==> config.mk <==
export PLATFORM = sky130hd
export DESIGN_NAME = fabric_traffic_counter
export DESIGN_NICKNAME = d
export VERILOG_FILES = /design/src/rtl/ftc_pkg.sv /design/src/rtl/ftc_event_match.sv /design/src/rtl/ftc_count_core.sv /design/src/rtl/ftc_cycle_counter.sv /design/src/rtl/fabric_traffic_counter.sv
export SDC_FILE = /design/constraint.sdc
export NUM_CORES = 1
export LEC_CHECK = 0
export ABC_AREA = 0
export BUFFER_PORTS_ARGS = -buffer_cell sky130_fd_sc_hd__buf_4
export CAP_MARGIN = 20
export CELL_PAD_IN_SITES_DETAIL_PLACEMENT = 1
export CELL_PAD_IN_SITES_GLOBAL_PLACEMENT = 2
export CORE_ASPECT_RATIO = 1.2
export CORE_MARGIN = 3
export CORE_UTILIZATION = 36
export DETAILED_ROUTE_END_ITERATION = 7
export GPL_TIMING_DRIVEN = 0
export PLACE_DENSITY_LB_ADDON = 0.1
export SLEW_MARGIN = 25
export SYNTH_ARGS = -nofsm -noshare
export SYNTH_HDL_FRONTEND = slang
export SYNTH_SLANG_ARGS = --single-unit
==> constraint.sdc <==
create_clock -name clk -period 2.75 [get_ports clk]
set_input_delay 0.1375 -clock clk [delete_from_list [all_inputs] [get_ports clk]]
set_output_delay 0.1375 -clock clk [all_outputs]
set_load 0.02 [all_outputs]
==> src/rtl/ftc_pkg.sv <==
package ftc_pkg;
    localparam int REG_W    = 64;
    localparam int CODE_W   = 4;
    localparam int PORT_W   = 2;
    localparam int ADDR_W   = 8;

    localparam logic [ADDR_W-1:0] ADDR_CTRL  = 8'h20;
    localparam logic [ADDR_W-1:0] ADDR_COUNT = 8'h28;
    localparam logic [ADDR_W-1:0] ADDR_CYCLE = 8'h30;

    localparam int BIT_CLR   = 0;
    localparam int BIT_FRZ   = 8;
    localparam int CODE_LSB  = 16;
    localparam int PID_LSB   = 20;
    localparam int BIT_FILT  = 23;

    typedef struct packed {
        logic              filt;
        logic [PORT_W-1:0] pid;
        logic [CODE_W-1:0] code;
        logic              frz;
        logic              clr;
    } sel_t;

    function automatic sel_t decode_ctrl(input logic [REG_W-1:0] v);
        sel_t s;
        s.filt = v[BIT_FILT];
        s.pid  = v[PID_LSB +: PORT_W];
        s.code = v[CODE_LSB +: CODE_W];
        s.frz  = v[BIT_FRZ];
        s.clr  = v[BIT_CLR];
        return s;
    endfunction
endpackage

==> src/rtl/ftc_event_match.sv <==
module ftc_event_match
    import ftc_pkg::*;
#(
    parameter int NUM_EV = 8
) (
    input  logic                           clk,
    input  logic                           rst_n,
    input  logic [NUM_EV-1:0]              ev_hit,
    input  logic [NUM_EV-1:0][PORT_W-1:0]  ev_port,
    input  logic [CODE_W-1:0]              code,
    input  logic                           filt_en,
    input  logic [PORT_W-1:0]              pid,
    output logic                           hit
);
    logic [NUM_EV-1:0] qual;

    generate
        for (genvar g = 0; g < NUM_EV; g++) begin : g_qual
            assign qual[g] = ev_hit[g] && (!filt_en || (ev_port[g] == pid));
        end
    endgenerate

    always_comb begin
        hit = 1'b0;
        for (int j = 0; j < NUM_EV; j++) begin
            if (code == CODE_W'(j)) hit = qual[j];
        end
    end

    // a code outside the event range never produces a hit
    a_r5_invalid_code_silent: assert property (@(posedge clk) disable iff (!rst_n)
        (code >= CODE_W'(NUM_EV)) |-> !hit);
    // with the filter on, a hit implies the selected tag matched
    a_r4_filter_tag_match: assert property (@(posedge clk) disable iff (!rst_n)
        (hit && filt_en && (code < CODE_W'(NUM_EV))) |-> (ev_port[code[2:0]] == pid));
endmodule

==> src/rtl/ftc_count_core.sv <==
module ftc_count_core #(
    parameter int CNT_W = 60
) (
    input  logic             clk,
    input  logic             rst_n,
    input  logic             clr,
    input  logic             frz,
    input  logic             sel_chg,
    input  logic             hit,
    output logic [CNT_W-1:0] cnt
);
    typedef struct packed {
        logic [CNT_W-1:0] cnt;
    } core_st_t;

    core_st_t st_d, st_q;

    always_comb begin
        st_d = st_q;
        if (clr || sel_chg) begin
            st_d.cnt = '0;
        end else if (frz) begin
            st_d.cnt = st_q.cnt;
        end else if (hit) begin
            st_d.cnt = st_q.cnt + CNT_W'(1);
        end
    end

    always_ff @(posedge clk or negedge rst_n) begin
        if (!rst_n) st_q <= '0;
        else        st_q <= st_d;
    end

    assign cnt = st_q.cnt;

    // clear forces zero on the next cycle regardless of freeze
    a_r6_clear_zero: assert property (@(posedge clk) disable iff (!rst_n)
        clr |=> (cnt == '0));
    // freeze without clear or reselection holds the value
    a_r7_freeze_hold: assert property (@(posedge clk) disable iff (!rst_n)
        (frz && !clr && !sel_chg) |=> $stable(cnt));
    // reselection clears the count
    a_r8_reselect_clears: assert property (@(posedge clk) disable iff (!rst_n)
        sel_chg |=> (cnt == '0));
    // otherwise the count moves by at most one per cycle
    a_r3_step_one: assert property (@(posedge clk) disable iff (!rst_n)
        (!clr && !sel_chg) |=> ((cnt == $past(cnt)) || (cnt == $past(cnt) + CNT_W'(1))));
endmodule

==> src/rtl/ftc_cycle_counter.sv <==
module ftc_cycle_counter #(
    parameter int CLK_W = 64
) (
    input  logic             clk,
    input  logic             rst_n,
    output logic [CLK_W-1:0] cycles
);
    typedef struct packed {
        logic [CLK_W-1:0] cyc;
    } cyc_st_t;

    cyc_st_t st_d, st_q;

    always_comb begin
        st_d     = st_q;
        st_d.cyc = st_q.cyc + CLK_W'(1);
    end

    always_ff @(posedge clk or negedge rst_n) begin
        if (!rst_n) st_q <= '0;
        else        st_q <= st_d;
    end

    assign cycles = st_q.cyc;

    // the cycle counter advances by one every clock
    a_r10_cycle_step: assert property (@(posedge clk) disable iff (!rst_n)
        1'b1 |=> (cycles == $past(cycles) + CLK_W'(1)));
endmodule

==> src/rtl/fabric_traffic_counter.sv <==
module fabric_traffic_counter
    import ftc_pkg::*;
#(
    parameter int NUM_EV = 8,
    parameter int CLK_W  = 64
) (
    input  logic                          clk,
    input  logic                          rst_n,
    input  logic [NUM_EV-1:0]             ev_hit,
    input  logic [NUM_EV-1:0][PORT_W-1:0] ev_port,
    input  logic                          reg_wr,
    input  logic [ADDR_W-1:0]             reg_addr,
    input  logic [REG_W-1:0]              reg_wdata,
    output logic [REG_W-1:0]              reg_rdata
);
    localparam int CNT_W = REG_W - CODE_W;

    typedef struct packed {
        logic [REG_W-1:0]  ctrl;
        logic [CODE_W-1:0] echo;
    } top_st_t;

    top_st_t st_d, st_q;

    sel_t              cur_sel;
    sel_t              new_sel;
    logic              ctrl_we;
    logic              sel_chg;
    logic              hit;
    logic [CNT_W-1:0]  cnt;
    logic [CLK_W-1:0]  cycles;
    logic [CODE_W-1:0] wr_code;

    assign cur_sel = decode_ctrl(st_q.ctrl);
    assign new_sel = decode_ctrl(reg_wdata);
    assign wr_code = new_sel.code;
    assign ctrl_we = reg_wr && (reg_addr == ADDR_CTRL);
    assign sel_chg = ctrl_we && ((new_sel.code != cur_sel.code) ||
                                 (new_sel.filt != cur_sel.filt) ||
                                 (new_sel.pid  != cur_sel.pid));

    always_comb begin
        st_d      = st_q;
        st_d.echo = cur_sel.code;
        if (ctrl_we) st_d.ctrl = reg_wdata;
    end

    always_ff @(posedge clk or negedge rst_n) begin
        if (!rst_n) st_q <= '0;
        else        st_q <= st_d;
    end

    ftc_event_match #(.NUM_EV(NUM_EV)) u_match (
        .clk     (clk),
        .rst_n   (rst_n),
        .ev_hit  (ev_hit),
        .ev_port (ev_port),
        .code    (cur_sel.code),
        .filt_en (cur_sel.filt),
        .pid     (cur_sel.pid),
        .hit     (hit)
    );

    ftc_count_core #(.CNT_W(CNT_W)) u_core (
        .clk     (clk),
        .rst_n   (rst_n),
        .clr     (cur_sel.clr),
        .frz     (cur_sel.frz),
        .sel_chg (sel_chg),
        .hit     (hit),
        .cnt     (cnt)
    );

    ftc_cycle_counter #(.CLK_W(CLK_W)) u_cyc (
        .clk    (clk),
        .rst_n  (rst_n),
        .cycles (cycles)
    );

    always_comb begin
        case (reg_addr)
            ADDR_CTRL:  reg_rdata = st_q.ctrl;
            ADDR_COUNT: reg_rdata = {st_q.echo, cnt};
            ADDR_CYCLE: reg_rdata = REG_W'(cycles);
            default:    reg_rdata = '0;
        endcase
    end

    // echo shows the written code two edges after the write edge
    a_r9_echo_lag: assert property (@(posedge clk) disable iff (!rst_n)
        ctrl_we |=> ##1 (st_q.echo == $past(wr_code, 2)));
    // a control write is visible on the next cycle
    a_r1_ctrl_readback: assert property (@(posedge clk) disable iff (!rst_n)
        ctrl_we |=> (st_q.ctrl == $past(reg_wdata)));
endmodule

### Yosys cells after proc, flatten, opt, wreduce, memory -nomap -nowiden

Index checks and enable logic that the tools add are counted.

* add/subtract/negate cells: 2
* multipliers: 0
* divide/modulo/power cells: 0
* $lt $le $gt $ge: 0
* equal/unequal tests: 22
* shift operators: 0
* muxes and demuxes: 12
* bitwise gates (word level): 0
* reductions and logical operators: 25

Operator list (count)
* $pmux 64 s3: 1
* $mux 60: 3
* $add 64x1->64 const B: 1
* $add 60x1->60 const B: 1
* $eq 8x6->1 const B: 3
* $eq 2x2->1: 8
* $eq 4x3->1 const B: 4
* $logic_or 1x1->1: 11
* $logic_and 1x1->1: 10
* $eq 4x2->1 const B: 2
* $mux 1: 8
* $eq 4x1->1 const B: 1
* $logic_not 4->1: 1
* $ne 4x4->1: 1
* $ne 2x1->1 const B: 1
* $ne 2x2->1: 1
* $reduce_and 2->1: 1
* $reduce_bool 2->1: 1
* $logic_not 1->1: 1
* $ne 1x1->1: 1

* bits in registers: 192
* bits in latches: 0
* memory bits (writable): 0
* ROM bits: 0
* input port bits: 99
* output and inout bits: 64
* word-level logic and storage cells: 65
* memories kept: 0

### Longest topological paths before layout

Gate-level depths: netlist (run 1).

* depth after elaboration: 14
* gate-level depth with buffers: 10
* depth with buffers taken out: 7

### Cells and area by module

From an unflattened synthesis (run 1), not the netlist that was laid out.

* cells, all modules: 1128
* area, all modules: 11031.8 um^2

By module, submodules not included
* fabric_traffic_counter: times used 1, cells an instance 444, area each 4379.2 um^2, sequential area each 1701.6 um^2
* ftc_count_core: times used 1, cells an instance 364, area each 3326.9 um^2, sequential area each 1501.4 um^2
* ftc_cycle_counter: times used 1, cells an instance 273, area each 2995.4 um^2, sequential area each 1601.5 um^2
* ftc_event_match: times used 1, cells an instance 47, area each 330.3 um^2, sequential area each 0.0 um^2

### Worst setup path before layout (run 1)

Ideal clock, no wire load.

* path type: register to register
* start: reg st_q, in the netlist cur_sel[3]
* end: reg u_core.st_q, in the netlist u_core.cnt[22]
* library setup time: 0.078 ns
* arrival: 2.255 ns
* required time: 2.672 ns
* slack: 0.417 ns
* cell stages (with the launch flop): 9
* path buffers: 1
* period minus slack after synthesis: 2.333 ns
* path through: dfrtp_1 -> or3b_1 -> nor4_1 -> a211oi_1 -> and2_4 -> a211oi_2 -> buf_4 -> or4b_1 -> a21oi_1

* cells in the longest elaborated chain, start to end: 11
* elaborated cells on any way between the ends: 25
* those cells by class: eq/ne (9); mux (9); reduce/logical (7)

Ends and longest elaborated chain
* start: declaration: line fabric_traffic_counter.sv:23 `top_st_t st_d, st_q;`
* start signal: assignment: line fabric_traffic_counter.sv:50 `else st_q <= st_d;`
* $logic_not 4->1: line ftc_event_match.sv:26 `if (code == CODE_W'(j)) hit = qual[j];`
* $mux 1 (8 in a row): line ftc_event_match.sv:26
* $reduce_bool 2->1 (no line)
* $reduce_and 2->1 (no line)
* end signal: assignment: line ftc_count_core.sv:31 `else st_q <= st_d;`
* end: declaration: line ftc_count_core.sv:16 `core_st_t st_d, st_q;`

Parallel ways exist; a longest one is shown, timed or not.
A chain may end at the register's enable or synchronous reset.

### Worst setup path in the final report (run 1)

* start: reg st_q, in the netlist cur_sel[3]
* end: reg u_core.st_q, in the netlist u_core.cnt[43]

Same word-level chain as after synthesis.

==> results.yml, run 1 <==
die:
  die_y_um: 194
  dieArea_um2: 31600
  placementRows: 68
  floorplan.initialDensity_pct: 36.7
  ioPinCount: 163
  core_area_um2: 28900
  die_w_um: 163
setup_path:
  rrSetupSlack_ns: 0.1
  worst-setup-path-type: "register to register"
  cp_cell_sequence: "or3b_4 > nor4_2 > a211oi_2 > and2_4 > a2111oi_4 > buf_4 > a21oi_1 > o21ba_1"
  crit_start: "cur_sel[3]$_DFFE_PN0P_"
  critical-path-slowest-cell: "a2111oi_4"
  r2r_start: "cur_sel[3]$_DFFE_PN0P_"
  required_ns: 3.09
  reg2reg_depth: 8
  arrival_ns: 2.99
  crit_fanout: 10
  cp_slowest_stage_delay_ns: 0.49
  endpoint_kind: "register"
  critPathLaunchType: "register"
  r2r_end: "u_core.cnt[43]$_DFFE_PN0P_"
logic_synthesis:
  avgSynthCellArea_um2: 9.70
  yosysWarnings: 0
  synth_cell_types: 62
  ys_ff_latch: 192
  ys_async_sr_fraction_pct: 100
  syn_nets: 1196
  synth-seq-area-share_pct: 45.3
  synth_area_um2: 10600
  yosys_most_used_dff: "dfrtp_1"
  synth_cells: 1095
  synth-edff-count: 0
global_route:
  grtUsageTotal_pct: 24.3
  grt_pass1_vias: 10237
  grt_pass1_wl_mm: 59.5
  grt_start_max_net_pins: 80
  grt-ovfl-total: 0
  grt_antenna_before_repair: 0
timing:
  relSlewSlack_pct: 36.5
  hold_ws_ns: 0.157
  final_hold_viol_count: 0
  setup_ws_ns: 0.0950
  rsz0062_at_grt: "yes"
  tightest_slew_ns: 0.952
  finalCriticalPeriod_ns: 2.65
  fin_setup_tns_ns: 0
  setup_viol: 0
  slew_viol_final: 0
  fin_crit_sh_pct: 96.5
  fin_skew_ns: 0.0135
  max_freq_mhz: 377
cells_and_area:
  antennaDiodeCount: 0
  drive_above_1_share_pct: 23.8
  multiInputGateArea_um2: 5570
  fillers: 3303
  synthToLayoutAreaGrowth_pct: 31.0
  final_area_um2: 13900
  regArea_um2: 4810
  final_nets: 1463
  final_common_cell: "dfrtp_1"
  most-common-layout-cells: "dfrtp_1, buf_4, nor2_1"
clocking:
  htree_levels: 4
  clkLatencyLatePin_ns: 0.45
  cts_sinks: 192
  cts_buffers: 17
  cts.path.max_buffers: 2
  cts-root-buf: "clkbuf_16"
  clk_pin_slew_worst_paths_ns: 0.08
  cts_tree: "done"
routing:
  drc: 0
  ant_nets: 0
  drtIter0Drc: 480
  drtPass1Iterations: 4
  wl_per_cell_um: 21.7
  vias: 9432
  avgViaCountPerCell: 5.36
  drt-total-wl_mm: 38.1
placed_design:
  pre_cts_ws_ns: -0.558
  io_buffer_count: 162
  gp_congestion: 0.824
  place_area_um2: 12400
  place.detailed.hpwl_mm: 27.7
pwr:
  leakage_nw: 6.24
  power.density_nw_per_um2: 479
  ir_drop_v: 0.000299
  report.power.total_w: 0.00666
job:
  cap_violations: 0
hold_path:
  hold_class: "primary input to async pin"
outcome:
  outcome: "finished, final reports clean"
-- layer usage --
layer	part of all wire [%]	global-route usage [%]	routed length, um
met1	42	29.8	16100
met2	52	43.6	20000
met3	3.1	3.59	1190
met4	2.3	7.62	869
met5	0	0	0
-- worst max-delay path by stage --
stage	endpoint	slack [ns]	depth (start not counted)
after floorplan	u_core.cnt[22]$_DFFE_PN0P_	0.42	8
after detailed placement	u_core.cnt[1]$_DFFE_PN0P_	-0.56	9
after global placement	u_core.cnt[1]$_DFFE_PN0P_	-0.53	10
after CTS	u_cyc.cycles[61]$_DFF_PN0_	-0.06	7
after global routing	u_core.cnt[1]$_DFFE_PN0P_	-0.02	10
final	u_core.cnt[43]$_DFFE_PN0P_	0.1	8
-- state kept, by name, summed over array words and instances (netlist names) --
name,count
cur_sel,9
st_q,59
u_core.cnt,60
u_cyc.cycles,64
-- logic make-up (layout without fill, tap and decap cells) --
family          count (synthesis)  after routing  synth area share (%)
buf+inv                        87            367                  3.38
xor+xnor                       91             91                  7.51
fa+ha+maj                       2              2                 0.236
compound gates                198            198                  11.5
simple gates                  396            396                  19.2
mux                           129            129                  12.9
flops                         192            192                  45.3
-- worst max-delay path, delay by kind of cell, from the launching register on --
kind,cells,cell delay [ns]
AOI/OAI and AO/OA,4,0.91
and+or+nand+nor,3,0.93
DFF,1,0.42
buffers and inverters,1,0.27
-- report_power, final --
group	internal, W	switching (W)	total (W)
Sequential	0.00299	0.000241	0.00323
Clock	0.00122	0.00127	0.00249
Combinational	0.000445	0.000490	0.000935
Total	0.00466	0.00200	0.00666
-- cell usage after synthesis (3+ instances only) --
| library cell | count | share of area [%] |
|---|---|---|
| and2_1 | 13 | 0.77 |
| nand4_1 | 24 | 1.4 |
| and4_1 | 16 | 1.3 |
| buf_4 | 3 | 0.21 |
| o21ai_0 | 16 | 0.75 |
| inv_1 | 24 | 0.85 |
| nor4_1 | 6 | 0.35 |
| o21ai_1 | 10 | 0.47 |
| nand2_1 | 49 | 1.7 |
| xor2_1 | 34 | 2.8 |
| buf_1 | 9 | 0.32 |
| nand3_1 | 47 | 2.2 |
| mux2_2 | 64 | 6.8 |
| nand2b_1 | 4 | 0.24 |
| nand3b_1 | 10 | 0.71 |
| mux2i_1 | 65 | 6.1 |
| and3_1 | 17 | 1.0 |
| o211ai_1 | 5 | 0.35 |
| o41ai_1 | 7 | 0.58 |
| o31ai_1 | 14 | 0.99 |
| nor3_1 | 7 | 0.33 |
| dfrtp_1 | 192 | 45 |
| clkbuf_1 | 39 | 1.4 |
| or3_1 | 19 | 1.1 |
| nor2_1 | 153 | 5.4 |
| or4b_1 | 7 | 0.66 |
| or4_1 | 10 | 0.71 |
| a21oi_1 | 119 | 5.6 |
| a21o_1 | 4 | 0.28 |
| buf_2 | 11 | 0.52 |
| xnor2_1 | 57 | 4.7 |
-- final cells by class --
| cell class | instances | area share (%) |
|---|---|---|
| inverter | 24 | 0.648 |
| clock buffer | 19 | 3.19 |
| buffer | 62 | 2.18 |
| multi-input combinational | 816 | 40.1 |
| tap | 385 | 3.46 |
| sequential | 192 | 34.6 |
| timing repair buffer | 249 | 15.0 |
| clock inverter | 13 | 0.855 |
-- per-stage QoR --
| step | std cells | util, % |
|---|---|---|
| floorplan | 1095 | - |
| global placement | 1642 | 42.6 |
| detailed placement | 1644 | 42.8 |
| CTS | 1742 | 47.2 |
| global route | 1760 | 48.1 |
| finish | 1760 | 48.1 |
-- repair_timing --
item	in CTS	in global routing
buffers inserted	2	18
gates cloned	0	0
hold endpoints to repair	115	0
resized for setup	16	30
hold buffers	65	0
setup endpoints to repair	63	77
pin swaps	4	6
(Power assumes the default switching activity.)
==> run 2, diff against run 1 <==
Settings changed: SYNTH_HIERARCHICAL set to 1.
==> run 2 against run 1 <==
Effect of this change:
- first-iteration DRC count shrank 3.8%
- clock skew increased by 0.0061 ns
- critical path type unchanged
- the run now ends with setup timing left
- maximum frequency decreased by 13%
- final cell count up 2.9%
- critical path depth is 4 higher
- combinational power is 16% lower
- sequential cell count did not move
- global-route usage shrank 1.5 points
- count of clock-buffer cells in the layout stayed put
- wire length down 1.2%
- clock power about the same
==> results.yml, run 2 <==
cells_and_area:
  final_common_cell: "dfrtp_1"
  final_nets: 1509
  final_area_um2: 14800
  antennaDiodeCount: 0
  fillers: 3376
  most-common-layout-cells: "dfrtp_1, buf_4, nand2_1"
  synthToLayoutAreaGrowth_pct: 34.5
  largest_reg_flops: 64
  drive_above_1_share_pct: 30.8
clocking:
  cts_sinks: 192
  cts_tree: "done"
  htree_levels: 4
  clkLatencyLatePin_ns: 0.46
  clk_pin_slew_worst_paths_ns: 0.08
  cts.path.max_buffers: 2
  cts-root-buf: "clkbuf_16"
  cts_buffers: 17
timing:
  setup_ws_ns: -0.291
  slew_viol_final: 0
  finalCriticalPeriod_ns: 3.04
  max_freq_mhz: 329
  rsz0062_at_grt: "yes"
  relSlewSlack_pct: 26.0
  fin_crit_sh_pct: 111
  tightest_slew_ns: 1.11
  setup_viol: 38
  final_hold_viol_count: 0
  fin_skew_ns: 0.0196
die:
  core_area_um2: 29900
  die_y_um: 198
  dieArea_um2: 32800
  ioPinCount: 163
  floorplan.initialDensity_pct: 36.9
  placementRows: 69
  die_w_um: 166
logic_synthesis:
  yosys_most_used_dff: "dfrtp_1"
  ys_top_cells_by_count: "dfrtp_1, nand2_1, nand3_1, a21oi_1, mux2_2"
  synth-seq-area-share_pct: 43.6
  synth_cells: 1128
  synth-edff-count: 0
  netlist_top_cells_area: "dfrtp_1, mux2_2, mux2_1"
  yosys.area.top_type: "dfrtp_1"
  avgSynthCellArea_um2: 9.78
  yosysWarnings: 6
  syn_nets: 1229
  synth_area_um2: 11000
  yosysMostFrequentCell: "dfrtp_1"
  synth_top_area_share_pct: 43.6
  ys_async_sr_fraction_pct: 100
  ys_ff_latch: 192
  synth_cell_types: 64
routing:
  wl_per_cell_um: 20.8
  drtIter0Drc: 462
  avgViaCountPerCell: 5.40
  drc: 0
  drt-total-wl_mm: 37.6
  drtPass1Iterations: 4
  ant_nets: 0
  vias: 9775
setup_path:
  cp_slowest_stage_delay_ns: 0.52
  required_ns: 3.13
  crit_fanout: 8
  rrSetupSlack_ns: -0.29
  critical-path-slowest-cell: "or4b_4"
  critPathLaunchType: "register"
  arrival_ns: 3.42
  cp_top_family: "simple AND/OR/NAND/NOR gates"
  r2r_start: "cur_sel[7]$_DFFE_PN0P_"
  cp_cell_sequence: "buf_6 > xor2_2 > o21ai_1 > a32oi_1 > a2111oi_2 > or3_4 > nor2b_4 > buf_8 > o21ai_4 > or4b_4 > or4_1 > a21oi_2"
  worst-setup-path-type: "register to register"
  endpoint_kind: "register"
  reg2reg_depth: 12
  r2r_end: "u_core/cnt[54]$_DFFE_PN0P_"
  worst-path-buf-inv: 2
outcome:
  violations: "setup timing"
  outcome: "finished with violations"
placed_design:
  place.detailed.hpwl_mm: 26.7
  pre_cts_ws_ns: -0.821
  gp_congestion: 0.800
  io_buffer_count: 162
  place_area_um2: 12800
job:
  cap_violations: 0
pwr:
  power.density_nw_per_um2: 424
  ir_drop_v: 0.000310
  leakage_nw: 6.47
global_route:
  grt_antenna_before_repair: 0
  grtUsageTotal_pct: 22.7
  grt_pass1_wl_mm: 59.0
  grt_pass1_vias: 10191
  grt-ovfl-total: 0
  grt_start_max_net_pins: 82
hold_path:
  hold_class: "primary input to async pin"
[run 2: cell type report]
class | instances | area (um^2) | area share (%)
clock inverter | 13 | 119 | 0.801
clock buffer | 19 | 443 | 2.99
tap | 390 | 488 | 3.29
inverter | 15 | 56.3 | 0.380
multi-input combinational | 857 | 6220 | 41.9
sequential | 192 | 4810 | 32.4
timing repair buffer | 261 | 2260 | 15.2
buffer | 64 | 445 | 3.00
[run 2: cell families after synthesis]
| group | after synthesis | synth area share (%) |
|---|---|---|
| buffers and inverters | 79 | 4.03 |
| XOR/XNOR | 106 | 8.42 |
| flip-flops | 192 | 43.6 |
| multiplexers | 130 | 13.2 |
| adder cells (fa/ha/maj) | 2 | 0.227 |
| AND/OR/NAND/NOR | 462 | 22.5 |
| AO/OA/AOI/OAI | 157 | 7.98 |
[run 2: worst max-delay path by stage]
stage | start | slack [ns] | to | cells after the start
2_1_floorplan | cur_sel[6]$_DFFE_PN0P_ | -0.05 | u_core/cnt[54]$_DFFE_PN0P_ | 12
5_1_grt | cur_sel[7]$_DFFE_PN0P_ | -0.46 | u_core/cnt[54]$_DFFE_PN0P_ | 12
3_3_place_gp | reg_addr[1] | -0.80 | u_core/cnt[55]$_DFFE_PN0P_ | 12
6_report | cur_sel[7]$_DFFE_PN0P_ | -0.29 | u_core/cnt[54]$_DFFE_PN0P_ | 12
4_1_cts | cur_sel[6]$_DFFE_PN0P_ | -0.24 | u_core/cnt[54]$_DFFE_PN0P_ | 12
3_5_place_dp | reg_addr[1] | -0.82 | u_core/cnt[43]$_DFFE_PN0P_ | 12
[run 2: power by group]
part / internal, W / leakage [nW] / switching (W)
Sequential: 0.00292 / 2.64 / 0.000117
Combinational: 0.000406 / 3.56 / 0.000379
Clock: 0.00122 / 0.270 / 0.00125
[run 2: routing by layer]
layer	share of wire (%)	routed length (um)	vias to the layer above	GRT usage, %
met4	2.3	854	0	5.95
met2	52	19700	157	41.4
li1	-	-	4601	-
met3	2.6	980	36	2.80
met1	43	16100	4981	28.7
met5	0	0	-	0
[run 2: per-stage QoR]
stage / total power (W) / utilization [%] / setup TNS (ns) / std cells / hold slack (ns)
after detailed placement: 0.00371 / 42.9 / -26.45 / 1682 / 0.0245
after CTS: 0.00633 / 48.6 / -5.54 / 1805 / 0.152
after global placement: 0.00368 / 42.7 / -24.65 / 1680 / 0.354
final: 0.00630 / 49.7 / -6.90 / 1811 / 0.163
after global routing: 0.00657 / 49.7 / -14.97 / 1811 / 0.180
after floorplan: 0.00338 / - / -0.0546 / 1128 / -0.158
[run 2: what timing repair did]
action | CTS | global route
hold endpoints to repair | 175 | 0
hold buffers | 65 | 0
cloned | 1 | 1
setup endpoints to repair | 49 | 55
buffers inserted | 25 | 5
pin swaps | 47 | 29
resized for setup | 59 | 55
==> run 3, diff against run 2 <==
Settings changed: CORE_ASPECT_RATIO 1.2 to unset.
==> run 3 against run 2 <==
Effect of this change:
- the flow still finishes with violations (setup timing)
- combinational power is 0.9% lower
- sequential share of layout area is 0.12 points lower
- clock power up 6%
- global-route usage decreased by 0.18 points
- highest routed layer unchanged
==> results.yml, run 3 (synthesis gave the netlist of run 2 again) <==
setup_path:
  crit_fanout: 8
  critPathLaunchType: "register"
  arrival_ns: 3.40
  cp_slowest_stage_delay_ns: 0.55
  r2r_start: "cur_sel[7]$_DFFE_PN0P_"
  required_ns: 3.11
  cp_cell_sequence: "buf_6 > xor2_2 > o21ai_1 > a32oi_1 > a2111oi_2 > or3_4 > nand2b_4 > a21oi_4 > buf_6 > nand4_1 > or4_1 > a21oi_1"
  crit_top_cell: "buf_6"
  r2r_end: "u_core/cnt[35]$_DFFE_PN0P_"
  critical-path-slowest-cell: "or4_1"
  endpoint_kind: "register"
  reg2reg_depth: 12
  rrSetupSlack_ns: -0.29
  worst-setup-path-type: "register to register"
clocking:
  htree_levels: 4
  cts_buffers: 17
  cts_tree: "done"
  clk_pin_slew_worst_paths_ns: 0.08
  cts_sinks: 192
  cts.path.max_buffers: 2
  cts-root-buf: "clkbuf_16"
  clkLatencyLatePin_ns: 0.44
pwr:
  leakage_nw: 6.45
  ir_drop_v: 0.000440
  power.density_nw_per_um2: 432
placed_design:
  place.detailed.hpwl_mm: 26.8
  pre_cts_ws_ns: -1.06
  io_buffer_count: 162
  dp.cells: 1682
  gp_congestion: 0.808
hold_path:
  hold_class: "primary input to async pin"
outcome:
  outcome: "finished with violations"
  violations: "setup timing"
job:
  cap_violations: 0
cells_and_area:
  synthToLayoutAreaGrowth_pct: 35.1
  most-common-layout-cells: "dfrtp_1, buf_4, nand2_1"
  multiInputGateArea_um2: 6260
  drive_above_1_share_pct: 31.7
  largest_reg_flops: 64
  layoutNonFillerInstCount: 1811
  regArea_um2: 4810
  antennaDiodeCount: 0
  final_nets: 1509
  fillers: 3348
  final_common_cell: "dfrtp_1"
timing:
  rsz0062_at_grt: "yes"
  setup_viol: 39
  relSlewSlack_pct: 29.5
  finalCriticalPeriod_ns: 3.04
  slew_viol_final: 0
  fin_crit_sh_pct: 111
  tightest_slew_ns: 1.06
  fin_setup_tns_ns: -5.86
  final_hold_viol_count: 0
  max_freq_mhz: 329
  fin_skew_ns: 0.0122
  setup_ws_ns: -0.291
routing:
  drc: 0
  vias: 9758
  drt-total-wl_mm: 37.3
  drtPass1Iterations: 4
  avgViaCountPerCell: 5.39
  wl_per_cell_um: 20.6
  ant_nets: 0
  drtIter0Drc: 489
die:
  die_y_um: 181
  die_w_um: 181
  floorplan.initialDensity_pct: 36.8
  core_area_um2: 30000
  ioPinCount: 163
  dieArea_um2: 32800
  placementRows: 63
global_route:
  grtUsageTotal_pct: 22.6
  grt_start_max_net_pins: 82
  grt_pass1_wl_mm: 58.7
  grt_antenna_before_repair: 1
  grt_pass1_vias: 10326
  grt-ovfl-total: 0
==> run 3: cell types whose count changed in the layout (fill, tap and decap cells not counted), moves of 3 or more <==
| cell | before | now |
|---|---|---|
| o21ai_0 | 16 | 13 |
| o31ai_4 | 4 | 8 |
| or3_1 | 16 | 13 |
| clkbuf_1 | 19 | 16 |
| buf_6 | 19 | 24 |
| o31ai_2 | 6 | 3 |
| or3_4 | 4 | 7 |
==> run 3: power by group <==
group	switching [W]	leakage (nW)	internal, W
clock	0.00125	0.287	0.00137
combinational	0.000377	3.52	0.000401
sequential	0.000116	2.64	0.00292
==> run 3: metal layers <==
metal,part of all wire (%),global-route usage (%)
met5,0,0
met4,0.79,3.63
met3,3.2,2.88
met2,48,37.4
met1,48,32.3
==> run 3: worst max-delay path: cells and delay by family, from the launching register on <==
kind | cells | cell delay (ns)
DFF | 1 | 0.41
buffers and inverters | 2 | 0.30
AOI/OAI and AO/OA | 5 | 1.03
xor gates and xnor gates | 1 | 0.14
and+or+nand+nor | 4 | 1.07
==> run 3: how the worst max path moves through the flow <==
stage                                start                          to  cells after the start
detailed placement             reg_addr[4]  u_core/cnt[39]$_DFFE_PN0P_                     12
finish              cur_sel[7]$_DFFE_PN0P_  u_core/cnt[35]$_DFFE_PN0P_                     12
CTS                 cur_sel[7]$_DFFE_PN0P_  u_core/cnt[33]$_DFFE_PN0P_                     12
global route        cur_sel[7]$_DFFE_PN0P_  u_core/cnt[35]$_DFFE_PN0P_                     12
floorplan           cur_sel[6]$_DFFE_PN0P_  u_core/cnt[54]$_DFFE_PN0P_                     12
global placement               reg_addr[4]  u_core/cnt[55]$_DFFE_PN0P_                     12
==> run 3: final cells by class <==
cell class,count,area share [%]
sequential,192,32.3
tap,390,3.28
multi-input combinational,857,42.0
timing repair buffer,261,15.1
clock inverter,15,1.17
inverter,15,0.378
clock buffer,17,2.86
buffer,64,2.94
==> run 3: metrics by stage <==
stage | hold slack [ns] | cell area (um^2) | total power, W | util (%)
6_report | 0.160 | 14900 | 0.00644 | 49.7
5_1_grt | 0.191 | 14900 | 0.00674 | 49.7
4_1_cts | 0.165 | 14400 | 0.00648 | 48.1
3_5_place_dp | 0.0509 | 12800 | 0.00371 | 42.8
3_3_place_gp | 0.354 | 12800 | 0.00368 | 42.6
2_1_floorplan | -0.158 | 11100 | 0.00338 | -
==> run 3: what timing repair did <==
| action | in CTS | in global routing |
|---|---|---|
| hold buffers | 65 | 0 |
| gates resized for setup | 44 | 91 |
| setup buffers | 21 | 14 |
| endpoints found under the setup margin | 54 | 57 |
| endpoints found under the hold margin | 107 | 0 |
| pin swaps | 30 | 45 |
| cloned | 0 | 1 |
